**src/rtl/bankreg_pkg.sv**
```systemverilog
// Shared mode codes and bank type for the mode-banked register file.
// Assumes the 5-bit mode encoding given in the brief.
package bankreg_pkg;
    localparam logic [4:0] MODE_USR = 5'b10000;
    localparam logic [4:0] MODE_FIQ = 5'b10001;
    localparam logic [4:0] MODE_IRQ = 5'b10010;
    localparam logic [4:0] MODE_SVC = 5'b10011;
    localparam logic [4:0] MODE_ABT = 5'b10111;
    localparam logic [4:0] MODE_UND = 5'b11011;
    localparam logic [4:0] MODE_SYS = 5'b11111;

    // Bank selector: BK_USR covers user, system and unlisted codes.
    typedef enum logic [2:0] {
        BK_USR = 3'd0,
        BK_FIQ = 3'd1,
        BK_IRQ = 3'd2,
        BK_SVC = 3'd3,
        BK_ABT = 3'd4,
        BK_UND = 3'd5
    } bank_e;

    localparam int NUM_EXC_BANKS = 5;
endpackage

```
**src/rtl/bankreg_mode_dec.sv**
```systemverilog
// Turns the raw mode code into a bank selector.
// Assumes any code not listed as an exception mode behaves as user mode.
module bankreg_mode_dec
    import bankreg_pkg::*;
(
    input  logic [4:0] mode_i,
    output bank_e      bank_o
);
    // Code-to-bank lookup with user fallback.
    always_comb begin
        case (mode_i)
            MODE_FIQ: bank_o = BK_FIQ;
            MODE_IRQ: bank_o = BK_IRQ;
            MODE_SVC: bank_o = BK_SVC;
            MODE_ABT: bank_o = BK_ABT;
            MODE_UND: bank_o = BK_UND;
            default:  bank_o = BK_USR;
        endcase
    end
endmodule

```
**src/rtl/bankreg_map.sv**
```systemverilog
// Maps a logical register index (0..14) in a given bank to a physical slot.
// Layout: 0..14 user set, then the fast-interrupt set for FIQ_FIRST..14,
// then one pair (13,14) for each remaining exception bank in enum order.
// Index 15 is the PC and yields slot 0; callers must not use it.
module bankreg_map
    import bankreg_pkg::*;
#(
    parameter int FIQ_FIRST = 8,
    parameter int PHYS_W    = 5
) (
    input  bank_e             bank_i,
    input  logic [3:0]        idx_i,
    output logic [PHYS_W-1:0] phys_o
);
    localparam int FIQ_BASE  = 15;
    localparam int PAIR_BASE = FIQ_BASE + (15 - FIQ_FIRST);

    // Select shared slot, fast-interrupt slot or exception pair slot.
    always_comb begin
        phys_o = PHYS_W'(idx_i);
        if (idx_i == 4'd15) begin
            phys_o = '0;
        end else if (bank_i == BK_FIQ && int'(idx_i) >= FIQ_FIRST) begin
            phys_o = PHYS_W'(FIQ_BASE + int'(idx_i) - FIQ_FIRST);
        end else if (bank_i != BK_USR && bank_i != BK_FIQ && idx_i >= 4'd13) begin
            phys_o = PHYS_W'(PAIR_BASE + 2 * (int'(bank_i) - 2) + int'(idx_i) - 13);
        end
    end
endmodule

```
**src/rtl/bankreg_sr.sv**
```systemverilog
// Current status register plus one saved status register per exception
// bank. Assumes the bank selector is already decoded from the mode code.
module bankreg_sr
    import bankreg_pkg::*;
#(
    parameter int DATA_W = 32
) (
    input  logic              clk,
    input  logic              rst_n,
    input  bank_e             bank_i,
    input  logic [DATA_W-1:0] wdata_i,
    input  logic              cur_we_i,
    input  logic              saved_we_i,
    output logic [DATA_W-1:0] cur_o,
    output logic [DATA_W-1:0] saved_o
);
    localparam logic [DATA_W-1:0] CUR_RST = DATA_W'({3'b000, MODE_SVC});

    logic [DATA_W-1:0] cur_q;
    logic [DATA_W-1:0] saved_q [NUM_EXC_BANKS];

    // Current status register update.
    always_ff @(posedge clk) begin
        if (!rst_n)        cur_q <= CUR_RST;
        else if (cur_we_i) cur_q <= wdata_i;
    end

    // One saved register per exception bank, written only in that bank.
    for (genvar g = 0; g < NUM_EXC_BANKS; g++) begin : g_saved
        always_ff @(posedge clk) begin
            if (!rst_n)
                saved_q[g] <= '0;
            else if (saved_we_i && int'(bank_i) == g + 1)
                saved_q[g] <= wdata_i;
        end
    end

    // Saved register read, zero in the user bank.
    always_comb begin
        saved_o = '0;
        if (bank_i != BK_USR) saved_o = saved_q[int'(bank_i) - 1];
    end

    assign cur_o = cur_q;
endmodule

```
**src/rtl/bankreg_file.sv**
```systemverilog
// Top of the mode-banked register file: two combinational read ports, one
// write port, PC at logical index 15, and status registers.
// Assumes mode_i is stable around the clock edge along with the write inputs.
module bankreg_file
    import bankreg_pkg::*;
#(
    parameter int DATA_W    = 32,
    parameter int FIQ_FIRST = 8,
    parameter int PC_STEP   = 4
) (
    input  logic              clk,
    input  logic              rst_n,
    input  logic [4:0]        mode_i,
    input  logic [3:0]        rd_a_idx,
    output logic [DATA_W-1:0] rd_a_data,
    input  logic [3:0]        rd_b_idx,
    output logic [DATA_W-1:0] rd_b_data,
    input  logic              wr_en,
    input  logic [3:0]        wr_idx,
    input  logic [DATA_W-1:0] wr_data,
    input  logic              pc_inc,
    input  logic [DATA_W-1:0] sr_wdata,
    input  logic              sr_cur_we,
    output logic [DATA_W-1:0] sr_cur_o,
    input  logic              sr_saved_we,
    output logic [DATA_W-1:0] sr_saved_o
);
    localparam int NUM_PHYS = 15 + (15 - FIQ_FIRST) + 2 * (NUM_EXC_BANKS - 1);
    localparam int PHYS_W   = $clog2(NUM_PHYS);
    localparam int NUM_PORT = 3;

    bank_e             bank;
    logic [3:0]        port_idx  [NUM_PORT];
    logic [PHYS_W-1:0] port_phys [NUM_PORT];
    logic [DATA_W-1:0] gpr_q     [NUM_PHYS];
    logic [DATA_W-1:0] pc_q;
    logic              gpr_we;
    logic              pc_we;

    bankreg_mode_dec u_dec (
        .mode_i (mode_i),
        .bank_o (bank)
    );

    assign port_idx[0] = rd_a_idx;
    assign port_idx[1] = rd_b_idx;
    assign port_idx[2] = wr_idx;

    // One mapper per port: read A, read B, write.
    for (genvar p = 0; p < NUM_PORT; p++) begin : g_map
        bankreg_map #(
            .FIQ_FIRST (FIQ_FIRST),
            .PHYS_W    (PHYS_W)
        ) u_map (
            .bank_i (bank),
            .idx_i  (port_idx[p]),
            .phys_o (port_phys[p])
        );
    end

    assign pc_we  = wr_en && (wr_idx == 4'd15);
    assign gpr_we = wr_en && (wr_idx != 4'd15);

    // Physical register storage, one slot per generate iteration.
    for (genvar s = 0; s < NUM_PHYS; s++) begin : g_gpr
        always_ff @(posedge clk) begin
            if (!rst_n)
                gpr_q[s] <= '0;
            else if (gpr_we && int'(port_phys[2]) == s)
                gpr_q[s] <= wr_data;
        end
    end

    // PC: explicit load beats increment.
    always_ff @(posedge clk) begin
        if (!rst_n)      pc_q <= '0;
        else if (pc_we)  pc_q <= wr_data;
        else if (pc_inc) pc_q <= pc_q + DATA_W'(PC_STEP);
    end

    // Read muxes, PC at index 15.
    always_comb begin
        rd_a_data = (rd_a_idx == 4'd15) ? pc_q : gpr_q[port_phys[0]];
        rd_b_data = (rd_b_idx == 4'd15) ? pc_q : gpr_q[port_phys[1]];
    end

    bankreg_sr #(
        .DATA_W (DATA_W)
    ) u_sr (
        .clk        (clk),
        .rst_n      (rst_n),
        .bank_i     (bank),
        .wdata_i    (sr_wdata),
        .cur_we_i   (sr_cur_we),
        .saved_we_i (sr_saved_we),
        .cur_o      (sr_cur_o),
        .saved_o    (sr_saved_o)
    );
endmodule

```
**config.mk**
```make
export PLATFORM = sky130hd
export DESIGN_NAME = bankreg_file
export DESIGN_NICKNAME = d
export VERILOG_FILES = /design/src/rtl/bankreg_pkg.sv /design/src/rtl/bankreg_mode_dec.sv /design/src/rtl/bankreg_map.sv /design/src/rtl/bankreg_sr.sv /design/src/rtl/bankreg_file.sv
export SDC_FILE = /design/constraint.sdc
export NUM_CORES = 2
export LEC_CHECK = 0
export BUFFER_PORTS_ARGS = -buffer_cell sky130_fd_sc_hd__buf_2
export CAP_MARGIN = 20
export CORE_MARGIN = 1
export CORE_UTILIZATION = 40
export CTS_BUF_LIST = sky130_fd_sc_hd__clkbuf_2 sky130_fd_sc_hd__clkbuf_4 sky130_fd_sc_hd__clkbuf_8
export CTS_CLUSTER_SIZE = 12
export DETAILED_ROUTE_END_ITERATION = 12
export GPL_ROUTABILITY_DRIVEN = 0
export SYNTH_ARGS = -nofsm -noshare
export SYNTH_HDL_FRONTEND = slang
export SYNTH_HIERARCHICAL = 1
export SYNTH_SLANG_ARGS = --single-unit
```
**constraint.sdc**
```tcl
create_clock -name clk -period 6.5 [get_ports clk]
set_input_delay 0.325 -clock clk [delete_from_list [all_inputs] [get_ports clk]]
set_output_delay 0.325 -clock clk [all_outputs]
set_load 0.005 [all_outputs]
```
==> metrics.yaml <==
synth:
  ys_seq_elements: 1184
  synth_edf_count: 1120
  syn_avg_cell_area_um2: 13.0
  synthArstFlopShare: 0
  synth_cells: 4944
  synth_top_flop_cell: "edfxtp_1"
  synth.distinct_cells: 79
  synth.cell_area_um2: 64100
  synth_nets: 5067
  seq_area_frac_synth: 0.545
  yosys_warnings: 6
setup_path:
  crit_start: "mode_i[1]"
  reg2regPathDepth: 5
  crit_fanout: 17
  end_kind: "primary output"
  endpoint: "rd_b_data[22]"
  regToRegSetupSlack_ns: 4.14
  cp-start-kind: "input pin"
  worstPathRequired_ns: 6.17
  crit_type: "input pin to primary output"
  r2r-end: "pc_q[15]"
  crit_arrival_ns: 5.45
  rr_startpoint: "pc_q[4]"
clocking:
  root_buffer: "clkbuf_8"
  cts_setup_buffers: 0
  tritoncts: "yes"
  cts_made_buffers: 198
  cts_sinks: 1184
  htree_levels: 4
  clk_latency_ns: 0.96
  clk_path_buf_depth: 3
  clk_pin_slew_ns: 0.06
floorplanning:
  start_util: 0.404
  die_h_um: 402
  core-area_um2: 159000
  die_w_um: 402
  rows: 146
  ios: 215
  dieArea_um2: 162000
timing:
  hold_viol_final: 0
  fin_crit_ns: 5.77
  rsz0062_at_grt: "false"
  fmax_mhz: 173
  worstMarginPinSlew_ns: 1.17
  final_max_slew_viol_count: 0
  final.setup.tns_ns: 0
  slew_headroom: 0.218
  fin_crit_sh: 0.888
  setup_viol: 0
  fin_worst_skew_ns: 0.0203
  timing.hold.ws_ns: 0.128
pwr:
  ir_drop_mv: 0.146
  p_leak_uw: 0.0265
  power_uw: 18900
  p_per_area_nw_per_um2: 261
route:
  drc: 0
  vias: 44500
  first_pass_iters: 5
  totalWireLength_um: 227000
  vias_per_cell: 6.02
  drtIter0Drc: 5562
  antenna_left: 0
  wl_per_cell_um: 30.6
worst_hold_path:
  hp-class: "input pin to flip-flop"
  whs_path_depth: 4
global_routing:
  antenna_found_initial: 18
  grt_max_degree: 103
  grt_pass1_vias: 43600
  grt_util_all_layers: 0.276
  grt_overflow: 0
  grt_first_pass_wirelength_um: 319000
job:
  drv_cap: 0
final_layout:
  nets: 5285
  final_util: 0.457
  syn2layout_area_growth_pct: 13.2
  fillers: 14000
  multiInputGateArea_um2: 27400
  drive_gt1_frac: 0.214
  ff_latch_area_um2: 34900
placement:
  port_buffers: 214
  post-dp-hpwl_um: 141000
status:
  status: "finished, final reports clean"
[cell usage after synthesis (all sizes together) (4+ instances only)]
cell,count,share of area
and2,1128,0.11
edfxtp,1120,0.52
mux2i,500,0.078
clkbuf,300,0.018
mux4,274,0.096
nand2,200,0.012
nor2,179,0.010
buf,160,0.018
o21ai,108,0.0084
o22ai,105,0.011
a22oi,95,0.011
nor2b,88,0.0086
a21oi,81,0.0063
nand3,70,0.0055
a211oi,67,0.0078
dfxtp,64,0.020
nor3,50,0.0041
a2111oi,33,0.0052
inv,31,0.0018
ha,30,0.0059
mux2,29,0.0051
xor2,23,0.0033
a32oi,20,0.0027
a221oi,19,0.0029
nand4,17,0.0018
a22o,16,0.0022
o211ai,13,0.0018
xnor2,12,0.0018
a211o,11,0.0015
o2111ai,10,0.0014
o311ai,10,0.0014
and3,8,0.00082
nand2b,8,0.00078
nand3b,7,0.00094
fa,6,0.0019
nor3b,6,0.00094
and4,5,0.00068
a221o,4,0.00062
or3,4,0.00039
[layer usage]
metal	part of all wire	vias to the layer above	track usage
met2	0.46	2467	0.437
li1	-	18900	-
met5	0.00027	-	0
met3	0.099	516	0.0641
met4	0.045	10	0.119
met1	0.39	22700	0.363
[cell type report]
| class | count | share of cell area |
|---|---|---|
| inverter | 32 | 0.00166 |
| clock inverter | 77 | 0.00790 |
| sequential | 1184 | 0.481 |
| clock buffer | 284 | 0.0472 |
| antenna | 6 | 0.000207 |
| timing repair buffer | 478 | 0.0483 |
| multi-input combinational | 3268 | 0.378 |
| tap | 2072 | 0.0357 |
[timing repair]
| item | CTS | global route |
|---|---|---|
| resized for setup | 0 | 0 |
| endpoints found under the hold margin | 550 | 0 |
| hold buffers | 72 | 0 |
[where the power goes]
| group | leakage [µW] | switching (µW) | internal [µW] |
|---|---|---|---|
| combinational | 0.0132 | 1890 | 1140 |
| sequential | 0.0112 | 220 | 8780 |
| clock | 0.00212 | 3200 | 3670 |
| total | 0.0265 | 5310 | 13600 |
[worst min-delay path by stage]
stage / from / to
2_1_floorplan: pc_q[0] / pc_q[0]
3_3_place_gp: u_sr/cur_o[1] / u_sr/cur_o[1]
3_5_place_dp: u_sr/cur_o[1] / u_sr/cur_o[1]
4_1_cts: sr_saved_we / u_sr/saved_q[4][22]
5_1_grt: wr_data[29] / gpr_q[17][29]
6_report: sr_saved_we / u_sr/saved_q[4][22]
[through the flow]
step | setup WS [ns] | cells | instance area (µm²)
finish | 0.727 | 7401 | 72500
global route | 0.637 | 7397 | 72500
CTS | 0.700 | 7389 | 72400
detailed placement | 0.703 | 6956 | 67700
global placement | 0.757 | 6956 | 67700
floorplan | 0.441 | 4944 | 64100
[critical path, cell delays in order]
cell	delay, ns
buf_2	0.09
inv_1	0.08
nor4b_2	0.29
buf_4	0.27
inv_1	0.11
fa_1	0.54
inv_1	0.05
ha_1	0.30
xor2_1	0.16
nand2_1	0.07
o211ai_1	0.25
inv_2	0.56
nand3b_2	0.58
buf_4	0.40
o22ai_1	0.18
a2111oi_0	0.10
buf_4	0.21
nor3_1	0.61
buf_2	0.24
[registers in the layout, indices dropped and copies added (netlist names)]
| name | flops |
|---|---|
| pc_q | 32 |
| u_sr/saved_q | 160 |
| u_sr/cur_o | 32 |
| gpr_q | 960 |
[cell usage in the layout, fill, tap and decap left out, drive strengths merged, types with 8 or more instances in the layout]
master / n
and2: 1128
edfxtp: 1120
mux2i: 500
buf: 403
clkbuf: 284
mux4: 274
nand2: 200
nor2: 179
o21ai: 108
o22ai: 105
a22oi: 95
nor2b: 88
a21oi: 81
dlygate4sd3: 72
nand3: 70
a211oi: 67
dfxtp: 64
clkinv: 59
nor3: 50
inv: 40
a2111oi: 33
ha: 30
mux2: 29
xor2: 23
a32oi: 20
a221oi: 19
nand4: 17
a22o: 16
o211ai: 13
xnor2: 12
a211o: 11
o2111ai: 10
o311ai: 10
nand2b: 8
and3: 8
[cells by family (layout without fill, tap and decap cells)]
kind of cell / after synthesis / count (layout) / synth area share
adder cells (fa/ha/maj): 36 / 36 / 0.00773
XOR/XNOR: 35 / 35 / 0.00502
buffers and inverters: 492 / 871 / 0.0374
multiplexers: 803 / 803 / 0.180
other: 0 / 6 / 0
AO/OA/AOI/OAI: 606 / 606 / 0.0659
flip-flops: 1184 / 1184 / 0.545
AND/OR/NAND/NOR: 1788 / 1788 / 0.160
No activity file was read; power rests on OpenSTA's default activity.
